$ cat src/rtl/rdsh_pkg.sv
package rdsh_pkg;

    localparam int WORD_W    = 32;
    localparam int PAR_W     = 4;
    localparam int BYTE_W    = 8;
    localparam int DATA_W    = WORD_W - PAR_W;
    localparam int NIB_N     = DATA_W / PAR_W;
    localparam int BIT_IDX_W = $clog2(WORD_W);

    localparam logic [BYTE_W-1:0] PRECHARGE_CODE = 8'hFF;

    typedef enum logic [1:0] {
        MODE_IDLE  = 2'd0,
        MODE_WRITE = 2'd1,
        MODE_READ  = 2'd2
    } pin_mode_e;

    typedef struct packed {
        logic sclk_rise;
        logic sync_rise;
        logic cs_fall;
        logic latch_fire;
    } pin_evt_t;

    // Parity nibble: XOR of group seed, seven data nibbles and result is all ones.
    function automatic logic [PAR_W-1:0] parity_nibble(
        input logic [PAR_W-1:0]  grp,
        input logic [DATA_W-1:0] d
    );
        logic [PAR_W-1:0] acc;
        acc = grp;
        for (int n = 0; n < NIB_N; n++) begin
            acc = acc ^ d[n*PAR_W +: PAR_W];
        end
        return ~acc;
    endfunction

    // Serial bit index -> bit position inside the 32-bit word.
    function automatic logic [BIT_IDX_W-1:0] wire_to_word_pos(
        input logic [BIT_IDX_W-1:0] idx,
        input logic                 lsb_first
    );
        logic [2:0] k;
        logic [1:0] byte_sel;
        k        = idx[2:0];
        byte_sel = idx[4:3];
        return {byte_sel, (lsb_first ? k : (3'd7 - k))};
    endfunction

endpackage

$ cat src/rtl/rdsh_pin_decode.sv
module rdsh_pin_decode
    import rdsh_pkg::*;
#(
    parameter int LATCH_MIN = 3
) (
    input  logic      clk,
    input  logic      rst,
    input  logic      cs_n,
    input  logic      sync,
    input  logic      sclk,
    output pin_mode_e mode,
    output pin_evt_t  evt
);
    localparam int HOLD_W = $clog2(LATCH_MIN + 1);

    logic              sclk_d;
    logic              sync_d;
    logic              cs_d;
    logic [HOLD_W-1:0] hold_cnt;
    logic              latch_arm;

    assign latch_arm = cs_n & sync;

    always_comb begin
        if (cs_n)      mode = MODE_IDLE;
        else if (sync) mode = MODE_READ;
        else           mode = MODE_WRITE;
    end

    always_comb begin
        evt.sclk_rise  = sclk & ~sclk_d;
        evt.sync_rise  = sync & ~sync_d;
        evt.cs_fall    = ~cs_n & cs_d;
        evt.latch_fire = latch_arm && (hold_cnt == HOLD_W'(LATCH_MIN - 1));
    end

    always_ff @(posedge clk) begin
        if (rst) begin
            sclk_d   <= 1'b1;
            sync_d   <= 1'b0;
            cs_d     <= 1'b1;
            hold_cnt <= '0;
        end else begin
            sclk_d <= sclk;
            sync_d <= sync;
            cs_d   <= cs_n;
            if (!latch_arm) begin
                hold_cnt <= '0;
            end else if (hold_cnt != HOLD_W'(LATCH_MIN)) begin
                hold_cnt <= hold_cnt + 1'b1;
            end
        end
    end

endmodule

$ cat src/rtl/rdsh_latch_bank.sv
module rdsh_latch_bank
    import rdsh_pkg::*;
#(
    parameter int N_GROUPS       = 7,
    parameter int RECS_PER_GROUP = 4
) (
    input  logic                             clk,
    input  logic                             rst,
    input  logic                             capture,
    input  logic [N_GROUPS*RECS_PER_GROUP*DATA_W-1:0] rec_data,
    output logic [N_GROUPS*RECS_PER_GROUP*WORD_W-1:0] words_flat
);
    localparam int NREC = N_GROUPS * RECS_PER_GROUP;

    logic [PAR_W-1:0] par [NREC];

    for (genvar r = 0; r < NREC; r++) begin : g_par
        assign par[r] = parity_nibble(PAR_W'(r / RECS_PER_GROUP),
                                      rec_data[r*DATA_W +: DATA_W]);
    end

    always_ff @(posedge clk) begin
        if (rst) begin
            words_flat <= '0;
        end else if (capture) begin
            for (int r = 0; r < NREC; r++) begin
                words_flat[r*WORD_W +: WORD_W] <= {par[r], rec_data[r*DATA_W +: DATA_W]};
            end
        end
    end

endmodule

$ cat src/rtl/rdsh_cursor.sv
module rdsh_cursor
    import rdsh_pkg::*;
#(
    parameter int N_GROUPS       = 7,
    parameter int RECS_PER_GROUP = 4,
    localparam int NREC  = N_GROUPS * RECS_PER_GROUP,
    localparam int REC_W = $clog2(NREC + 1),
    localparam int GRP_W = (N_GROUPS > 1) ? $clog2(N_GROUPS) : 1
) (
    input  logic                 clk,
    input  logic                 rst,
    input  pin_mode_e            mode,
    input  pin_evt_t             evt,
    input  logic                 sda_in,
    output logic [REC_W-1:0]     rec_idx,
    output logic [BIT_IDX_W-1:0] bit_idx,
    output logic [GRP_W-1:0]     grp_ptr
);
    logic [BYTE_W-1:0] wr_shift;
    logic [2:0]        wr_cnt;
    logic [BYTE_W-1:0] wr_next;

    assign wr_next = {wr_shift[BYTE_W-2:0], sda_in};

    // Start group and precharge byte assembly
    always_ff @(posedge clk) begin
        if (rst) begin
            grp_ptr  <= '0;
            wr_shift <= '0;
            wr_cnt   <= '0;
        end else if (mode == MODE_IDLE) begin
            grp_ptr <= '0;
            wr_cnt  <= '0;
        end else if (mode == MODE_WRITE) begin
            if (evt.sclk_rise) begin
                wr_shift <= wr_next;
                wr_cnt   <= wr_cnt + 1'b1;
                if (wr_cnt == 3'd7 && wr_next == PRECHARGE_CODE &&
                    grp_ptr < GRP_W'(N_GROUPS - 1)) begin
                    grp_ptr <= grp_ptr + 1'b1;
                end
            end
        end else if (evt.sync_rise) begin
            wr_cnt <= '0;
        end
    end

    // Read cursor
    always_ff @(posedge clk) begin
        if (rst) begin
            rec_idx <= REC_W'(NREC);
            bit_idx <= '0;
        end else if (mode == MODE_READ) begin
            if (evt.sync_rise || evt.cs_fall) begin
                rec_idx <= REC_W'(int'(grp_ptr) * RECS_PER_GROUP);
                bit_idx <= '0;
            end else if (evt.sclk_rise && rec_idx < REC_W'(NREC)) begin
                bit_idx <= bit_idx + 1'b1;
                if (bit_idx == BIT_IDX_W'(WORD_W - 1)) begin
                    rec_idx <= rec_idx + 1'b1;
                end
            end
        end
    end

endmodule

$ cat src/rtl/rdsh_bit_out.sv
module rdsh_bit_out
    import rdsh_pkg::*;
#(
    parameter int N_GROUPS       = 7,
    parameter int RECS_PER_GROUP = 4,
    localparam int NREC  = N_GROUPS * RECS_PER_GROUP,
    localparam int REC_W = $clog2(NREC + 1)
) (
    input  logic [NREC*WORD_W-1:0] words_flat,
    input  logic [REC_W-1:0]       rec_idx,
    input  logic [BIT_IDX_W-1:0]   bit_idx,
    input  logic                   lsb_first,
    input  pin_mode_e              mode,
    output logic                   sda_o,
    output logic                   sda_oe
);
    logic [WORD_W-1:0]    cur_word;
    logic [BIT_IDX_W-1:0] pos;

    assign pos = wire_to_word_pos(bit_idx, lsb_first);

    always_comb begin
        cur_word = '1;
        if (rec_idx < REC_W'(NREC)) begin
            cur_word = words_flat[int'(rec_idx)*WORD_W +: WORD_W];
        end
    end

    always_comb begin
        sda_oe = (mode == MODE_READ);
        sda_o  = sda_oe ? cur_word[pos] : 1'b1;
    end

endmodule

$ cat src/rtl/rdsh_top.sv
module rdsh_top
    import rdsh_pkg::*;
#(
    parameter int N_GROUPS       = 7,
    parameter int RECS_PER_GROUP = 4,
    parameter int LATCH_MIN      = 3
) (
    input  logic                                      clk,
    input  logic                                      rst,
    input  logic                                      cs_n,
    input  logic                                      sync,
    input  logic                                      sclk,
    input  logic                                      sda_in,
    input  logic                                      lsb_first,
    input  logic [N_GROUPS*RECS_PER_GROUP*28-1:0]     rec_data,
    output logic                                      sda_o,
    output logic                                      sda_oe
);
    localparam int NREC  = N_GROUPS * RECS_PER_GROUP;
    localparam int REC_W = $clog2(NREC + 1);
    localparam int GRP_W = (N_GROUPS > 1) ? $clog2(N_GROUPS) : 1;

    pin_mode_e            mode;
    pin_evt_t             evt;
    logic                 latch_fire;
    logic [NREC*WORD_W-1:0] words_flat;
    logic [REC_W-1:0]     rec_idx;
    logic [BIT_IDX_W-1:0] bit_idx;
    logic [GRP_W-1:0]     grp_ptr;

    assign latch_fire = evt.latch_fire;

    rdsh_pin_decode #(.LATCH_MIN(LATCH_MIN)) u_dec (
        .clk  (clk),
        .rst  (rst),
        .cs_n (cs_n),
        .sync (sync),
        .sclk (sclk),
        .mode (mode),
        .evt  (evt)
    );

    rdsh_latch_bank #(.N_GROUPS(N_GROUPS), .RECS_PER_GROUP(RECS_PER_GROUP)) u_bank (
        .clk        (clk),
        .rst        (rst),
        .capture    (latch_fire),
        .rec_data   (rec_data),
        .words_flat (words_flat)
    );

    rdsh_cursor #(.N_GROUPS(N_GROUPS), .RECS_PER_GROUP(RECS_PER_GROUP)) u_cur (
        .clk     (clk),
        .rst     (rst),
        .mode    (mode),
        .evt     (evt),
        .sda_in  (sda_in),
        .rec_idx (rec_idx),
        .bit_idx (bit_idx),
        .grp_ptr (grp_ptr)
    );

    rdsh_bit_out #(.N_GROUPS(N_GROUPS), .RECS_PER_GROUP(RECS_PER_GROUP)) u_out (
        .words_flat (words_flat),
        .rec_idx    (rec_idx),
        .bit_idx    (bit_idx),
        .lsb_first  (lsb_first),
        .mode       (mode),
        .sda_o      (sda_o),
        .sda_oe     (sda_oe)
    );

endmodule

$ cat config.mk
export PLATFORM = sky130hd
export DESIGN_NAME = rdsh_top
export DESIGN_NICKNAME = d
export VERILOG_FILES = /design/src/rtl/rdsh_pkg.sv /design/src/rtl/rdsh_pin_decode.sv /design/src/rtl/rdsh_latch_bank.sv /design/src/rtl/rdsh_cursor.sv /design/src/rtl/rdsh_bit_out.sv /design/src/rtl/rdsh_top.sv
export SDC_FILE = /design/constraint.sdc
export NUM_CORES = 2
export LEC_CHECK = 0
export ABC_CLOCK_PERIOD_IN_PS = 3400
export BUFFER_PORTS_ARGS = -buffer_cell sky130_fd_sc_hd__buf_2
export CORE_MARGIN = 4
export CORE_UTILIZATION = 35
export DETAILED_ROUTE_END_ITERATION = 8
export PLACE_DENSITY_LB_ADDON = 0.25
export SYNTH_ARGS = -nofsm -noshare
export SYNTH_HDL_FRONTEND = slang
export SYNTH_SLANG_ARGS = --single-unit
$ cat constraint.sdc
create_clock -name clk -period 3.4 [get_ports clk]
set_input_delay 0.68 -clock clk [delete_from_list [all_inputs] [get_ports clk]]
set_output_delay 0.68 -clock clk [all_outputs]
set_load 0.005 [all_outputs]
=== Word-level counts from Yosys, hierarchy flattened ===
Index checks and enable logic that the tools add are counted.

* Bits in registers: 924
* Input port bits: 791

* Bitwise gates (word level): 229
* Multiplexer cells: 15
* Magnitude comparators: 3
* Add/sub/neg operators: 6
* Reduce and logical (&&, ||, !) cells: 16
* Shift operators: 1
* Equal/unequal tests: 8

{| class="wikitable"
|+ Operator list
! cell !! number
|-
| $shiftx A896 B11 Y32 || 1
|-
| $xor A4 B4 Y4 || 168
|-
| $not A4 Y4 || 28
|-
| $mux W32 || 1
|-
| $mux W5 || 5
|-
| $not A2 Y2 || 12
|-
| $not A1 Y1 || 17
|-
| $mux W3 || 4
|-
| $add A5 B1 Y5 const B || 2
|-
| $reduce_and A3 Y1 || 3
|-
| $eq A8 B8 Y1 const B || 1
|-
| $add A3 B1 Y3 const B || 2
|-
| $lt A5 B6 Y1 const B || 1
|-
| $reduce_bool A2 Y1 || 3
|-
| $bmux W1 S5 || 1
|-
| $eq A5 B5 Y1 const B || 1
|-
| $lt A5 B5 Y1 const B || 1
|-
| $and A1 B1 Y1 || 4
|-
| $eq A2 B2 Y1 const B || 2
|-
| $logic_and A1 B1 Y1 || 4
|-
| $mux W2 || 2
|-
| $reduce_and A2 Y1 || 2
|-
| $reduce_or A2 Y1 || 2
|-
| $eq A3 B3 Y1 const B || 1
|-
| 9 further kinds || 10
|}

=== Depth between registers and ports, before layout ===
* Depth in word-level cells: 8
* Gate-level depth with buffers: 12
* Depth with buffers taken out: 7

=== Hierarchy ===
From an unflattened synthesis, not the netlist that was laid out.

* Cells, all modules: 4,156
* Area total of the unflattened synthesis: 48,062.3 um^2

{| class="wikitable"
|+ By module, submodules not included
! module !! cells an instance !! instances !! area each (um^2)
|-
| rdsh_latch_bank || 3,349 || 1 || 38,757.2
|-
| rdsh_bit_out || 648 || 1 || 7,955.1
|-
| rdsh_cursor || 136 || 1 || 1,127.3
|-
| rdsh_pin_decode || 23 || 1 || 222.7
|}

=== Worst setup path before layout ===
Ideal clock, no wire load.

* Path kind: register -> output
* Start point: register u_cur.rec_idx[0]
* End point: output port sda_o
* Arrival time: 2.238 ns
* Data required time: 2.720 ns
* Path slack: 0.482 ns
* Cell stages (with the launch flop): 11
* Cells stage by stage: dfxtp_1 -> buf_6 -> buf_2 -> buf_4 -> mux4_2 -> a22oi_1 -> nand2_1 -> a22oi_1 -> o21ai_0 -> a22oi_1 -> a22oi_1

* Word-level cells in the longest chain between the ends: 5
* Elaborated cells on any way between the ends: 6
* Classes of those cells: order compare: 1; shift: 1; mux: 4

{| class="wikitable"
|+ RTL lines
! what !! line !! source
|-
| start: declaration || rdsh_cursor.sv:15 || <nowiki>output logic [REC_W-1:0] rec_idx,</nowiki>
|-
| start signal: assignment || rdsh_cursor.sv:51 || <nowiki>rec_idx <= REC_W'(NREC);</nowiki>
|-
| start signal: assignment || rdsh_cursor.sv:55 || <nowiki>rec_idx <= REC_W'(int'(grp_ptr) * RECS_PER_GROUP);</nowiki>
|-
| start signal: assignment || rdsh_cursor.sv:60 || <nowiki>rec_idx <= rec_idx + 1'b1;</nowiki>
|-
| $shiftx A896 B11 Y32 or $lt A5 B5 Y1 (tied branches) || rdsh_bit_out.sv:25, rdsh_bit_out.sv:24 ||
|-
| $mux W32 (*) || rdsh_bit_out.sv:24 || <nowiki>if (rec_idx < REC_W'(NREC)) begin</nowiki>
|-
| $bmux W1 S5 (*) || rdsh_bit_out.sv:31 || <nowiki>sda_o = sda_oe ? cur_word[pos] : 1'b1;</nowiki>
|-
| $mux W1 (implied by the code) (*) || rdsh_bit_out.sv:31 ||
|-
| $mux W1 (*) || rdsh_bit_out.sv:31 ||
|-
| end: declaration || rdsh_top.sv:16 || <nowiki>output logic sda_o,</nowiki>
|}

Mark *: on every way between the ends. The rest lies on a longest branch, timed or not. The select of a mux whose other input is x is not followed.

=== Worst setup path in the final report ===
Ends and elaborated chain as after synthesis.

==> flow_metrics.env <==
export IMPL_dp_slack_ns=-0.578
export IMPL_clock_sinks=924
export IMPL_min_period_ns=4.29
export IMPL_period_share=1.26
export IMPL_p_leak_nw=19.6
export IMPL_synth_fa_ha_area_frac=0.00222
export IMPL_synth_simple_gate_area_frac=0.164
export IMPL_highest_layer="met5"
export IMPL_synth_edf_count=0
export IMPL_cpPeakStageDelay_ns=0.44
export IMPL_crit_type="reg2out"
export IMPL_synth_compound_area_share=0.131
export IMPL_clk_latency_ns=0.72
export IMPL_track_usage=0.277
export IMPL_finalSetupTns_ns=-0.893
export IMPL_cts_tree="yes"
export IMPL_rows=131
export IMPL_syn_avg_cell_area_sq_um=8.50
export IMPL_irDropWorstVdd_uv=372
export IMPL_grt_max_degree=175
export IMPL_vias_per_cell=5.31
export IMPL_ios=793
export IMPL_whs_ns=0.202
export IMPL_arrival_ns=3.61
export IMPL_crit_path_max_fanout=5
export IMPL_ys_flop_type="dfxtp_1"
export IMPL_post_dp_cell_area_sq_mm=0.0517
export IMPL_dieArea_sq_mm=0.134
export IMPL_maxCapViolations=0
export IMPL_violations="negative setup slack"
export IMPL_slew_viol_final=0
export IMPL_finalSetupViolCount=1
export IMPL_final_area_sq_mm=0.0562
export IMPL_fp_dieW_um=367
export IMPL_path_buf_inv=4
export IMPL_grt_pass1_vias=39800
export IMPL_max_freq_mhz=233
export IMPL_wl_per_cell_um=25.0
export IMPL_slowest_stage="a22oi_2"
export IMPL_area_growth_synth_to_final_pct=24.9
export IMPL_yosysUniqueCellTypes=57
export IMPL_drive_above_1_share=0.243
export IMPL_yosysWarnings=0
export IMPL_cp_top_family="compound AO/OA/AOI/OAI gates"
export IMPL_fin_skew_ns=0.0323
export IMPL_synth_top_family_by_area="simple AND/OR/NAND/NOR gates"
export IMPL_place_gp_congestion=0.954
export IMPL_dpl_hpwl_um=153000
export IMPL_portBuffers=792
export IMPL_outcome="complete, but fails checks"
export IMPL_max_clock_path_buffers=3
export IMPL_cts_made_buffers=103
export IMPL_drt_iter0_drc=4279
export IMPL_vias=41600
export IMPL_synthXorXnorAreaFrac=0.133
export IMPL_finalWorstSetupSlack_ns=-0.893
export IMPL_clk_pin_slew_worst_paths_ns=0.06
export IMPL_nets=6854
export IMPL_rsz0062_at_grt="true"
export IMPL_core_area_sq_mm=0.128
export IMPL_grt_antenna_before_repair=66
export IMPL_utilization=0.440
export IMPL_muxShareOfSynthArea=0.122
export IMPL_dp_cells=7572
export IMPL_critPathRequiredTime_ns=2.72
export IMPL_stdcell_count=7832
export IMPL_grt_pass1_wl_um=275000
export IMPL_first_pass_iters=6
export IMPL_min_path_type="in2reg"
export IMPL_async_flop_share=0
export IMPL_wl_met2_um=89100
export IMPL_cp_end_kind="output pin"
export IMPL_ys_ff_latch=924
export IMPL_maxSlewHeadroom=0.351
export IMPL_start_util=0.352
export IMPL_h_tree_depth=3
export IMPL_drt_total_wl_um=196000
export IMPL_root_buffer="clkbuf_16"
export IMPL_grt_ovfl_total=0
export IMPL_power_mw=25.6
export IMPL_synth_nets=6089
export IMPL_syn_inst=5290
export IMPL_synth_seq_area_share=0.411
export IMPL_path_cells="buf_12 -> bufbuf_16 -> or3b_4 -> buf_4 -> o22ai_2 -> a211oi_1 -> nor2_1 -> a31oi_1 -> o21a_1 -> a22oi_2 -> buf_2"
export IMPL_critPathLaunchType="flip-flop"
export IMPL_met1Wirelength_um=81400
export IMPL_worst_pin_slew_ns=0.974
export IMPL_pwr_density_cell_mw_per_mm2=456
export IMPL_ant_nets=0
export IMPL_hold_viol_final=0
export IMPL_die_h_um=367
export IMPL_synth_cell_area_sq_mm=0.0450
export IMPL_cts_hold_buf=0
export IMPL_met3_length_um=14700
export IMPL_drc=0
==> state kept, by name, indices dropped and copies added (netlist names) <==
name / flops
u_bank.words_flat: 896
u_cur.bit_idx: 5
u_cur.grp_ptr: 3
u_cur.rec_idx: 5
u_cur.wr_cnt: 3
u_cur.wr_shift: 7
u_dec.cs_d: 1
u_dec.hold_cnt: 2
u_dec.sclk_d: 1
u_dec.sync_d: 1
==> timing repair <==
| item | in CTS | in global routing |
|---|---|---|
| gates cloned | 8 | 0 |
| buffers inserted | 38 | 0 |
| setup endpoints to repair | 1 | 1 |
| pin swaps | 22 | 3 |
| gates resized for setup | 77 | 10 |
==> cells in the mapped netlist, types with 5 or more instances <==
| cell type | instances | area share |
|---|---|---|
| nor2_1 | 126 | 0.011 |
| o22ai_1 | 28 | 0.0039 |
| o211ai_1 | 6 | 0.0010 |
| a211oi_1 | 83 | 0.014 |
| nand3_1 | 15 | 0.0017 |
| a22oi_1 | 34 | 0.0057 |
| and3_1 | 5 | 0.00070 |
| buf_6 | 7 | 0.0018 |
| a22o_1 | 9 | 0.0018 |
| nor2b_1 | 12 | 0.0017 |
| a21oi_1 | 849 | 0.094 |
| clkbuf_1 | 308 | 0.026 |
| dfxtp_1 | 924 | 0.41 |
| nand4_1 | 7 | 0.00097 |
| o31ai_1 | 10 | 0.0017 |
| nand2_1 | 1691 | 0.14 |
| mux4_2 | 194 | 0.097 |
| buf_2 | 39 | 0.0043 |
| buf_1 | 17 | 0.0014 |
| xnor2_1 | 452 | 0.088 |
| nor3_1 | 11 | 0.0012 |
| o2111ai_1 | 5 | 0.00097 |
| o22a_1 | 7 | 0.0014 |
| o21ai_0 | 11 | 0.0012 |
| buf_4 | 20 | 0.0033 |
| ha_1 | 8 | 0.0022 |
| or2_2 | 6 | 0.00083 |
| a31oi_1 | 7 | 0.00097 |
| xor2_1 | 230 | 0.045 |
| nand2b_1 | 11 | 0.0015 |
| mux2_2 | 13 | 0.0033 |
| mux2i_1 | 96 | 0.021 |
==> final timing paths <==
check,startpoint,endpoint,slack [ns],cells past startpoint
hold / removal,sclk,u_dec.sclk_d,0.20,2
setup reg to reg,u_cur.rec_idx[2],u_cur.rec_idx[3],1.11,9
hold reg to reg,u_bank.words_flat[851],u_bank.words_flat[851],0.45,2
setup / recovery,u_cur.rec_idx[0],sda_o,-0.89,11
==> layer usage <==
| metal | vias to the layer above | GRT usage |
|---|---|---|
| li1 | 19400 | - |
| met1 | 20100 | 0.363 |
| met2 | 1696 | 0.439 |
| met3 | 415 | 0.0557 |
| met4 | 44 | 0.127 |
| met5 | - | 0 |
==> cell usage in the layout, fill, tap and decap left out, types with 8 or more instances in the layout <==
cell type     n
mux4_2      194
clkbuf_1     28
buf_4       184
nand2_1    1690
diode_2      37
buf_2       791
clkbuf_16   104
o22ai_1      20
a21oi_1     848
mux2i_2       8
a22o_1        8
xor2_1      230
clkinv_2     11
a22oi_2      11
a211oi_1     81
nand2b_1     11
nor2_1      123
a22oi_1      23
dfxtp_1     920
mux2i_1      83
buf_12       57
nand3_1      14
bufinv_16     9
nor2b_1       9
o22ai_2       8
xnor2_1     452
clkbuf_8     21
ha_1          8
nor3_1       10
mux2_2       13
==> power breakdown <==
group | switching (mW) | total, mW | internal, mW
clock network | 4.72 | 11.5 | 6.77
logic | 1.83 | 3.24 | 1.42
registers | 0.0292 | 10.9 | 10.9
total | 6.58 | 25.6 | 19.0
==> cell families (layout without fill, tap and decap cells) <==
family / count (synthesis) / in the layout
and+or+nand+nor: 1906 / 1907
AOI/OAI and AO/OA: 1070 / 1070
DFF: 924 / 924
xor gates and xnor gates: 682 / 682
buffers and inverters: 397 / 1239
muxes: 303 / 303
adders and majority gates: 8 / 8
other: 0 / 37
==> cell type report <==
class / instances / area, sq um
Antenna cell: 37 / 92.6
Clock buffer: 153 / 3000
Clock inverter: 30 / 442
Fill cell: 12700 / 71500
Inverter: 6 / 22.5
Multi-Input combinational cell: 3970 / 25200
Sequential cell: 924 / 18500
Tap cell: 1662 / 2080
Timing Repair Buffer: 1050 / 6840
Note: power is estimated with default switching activity, not from simulation.
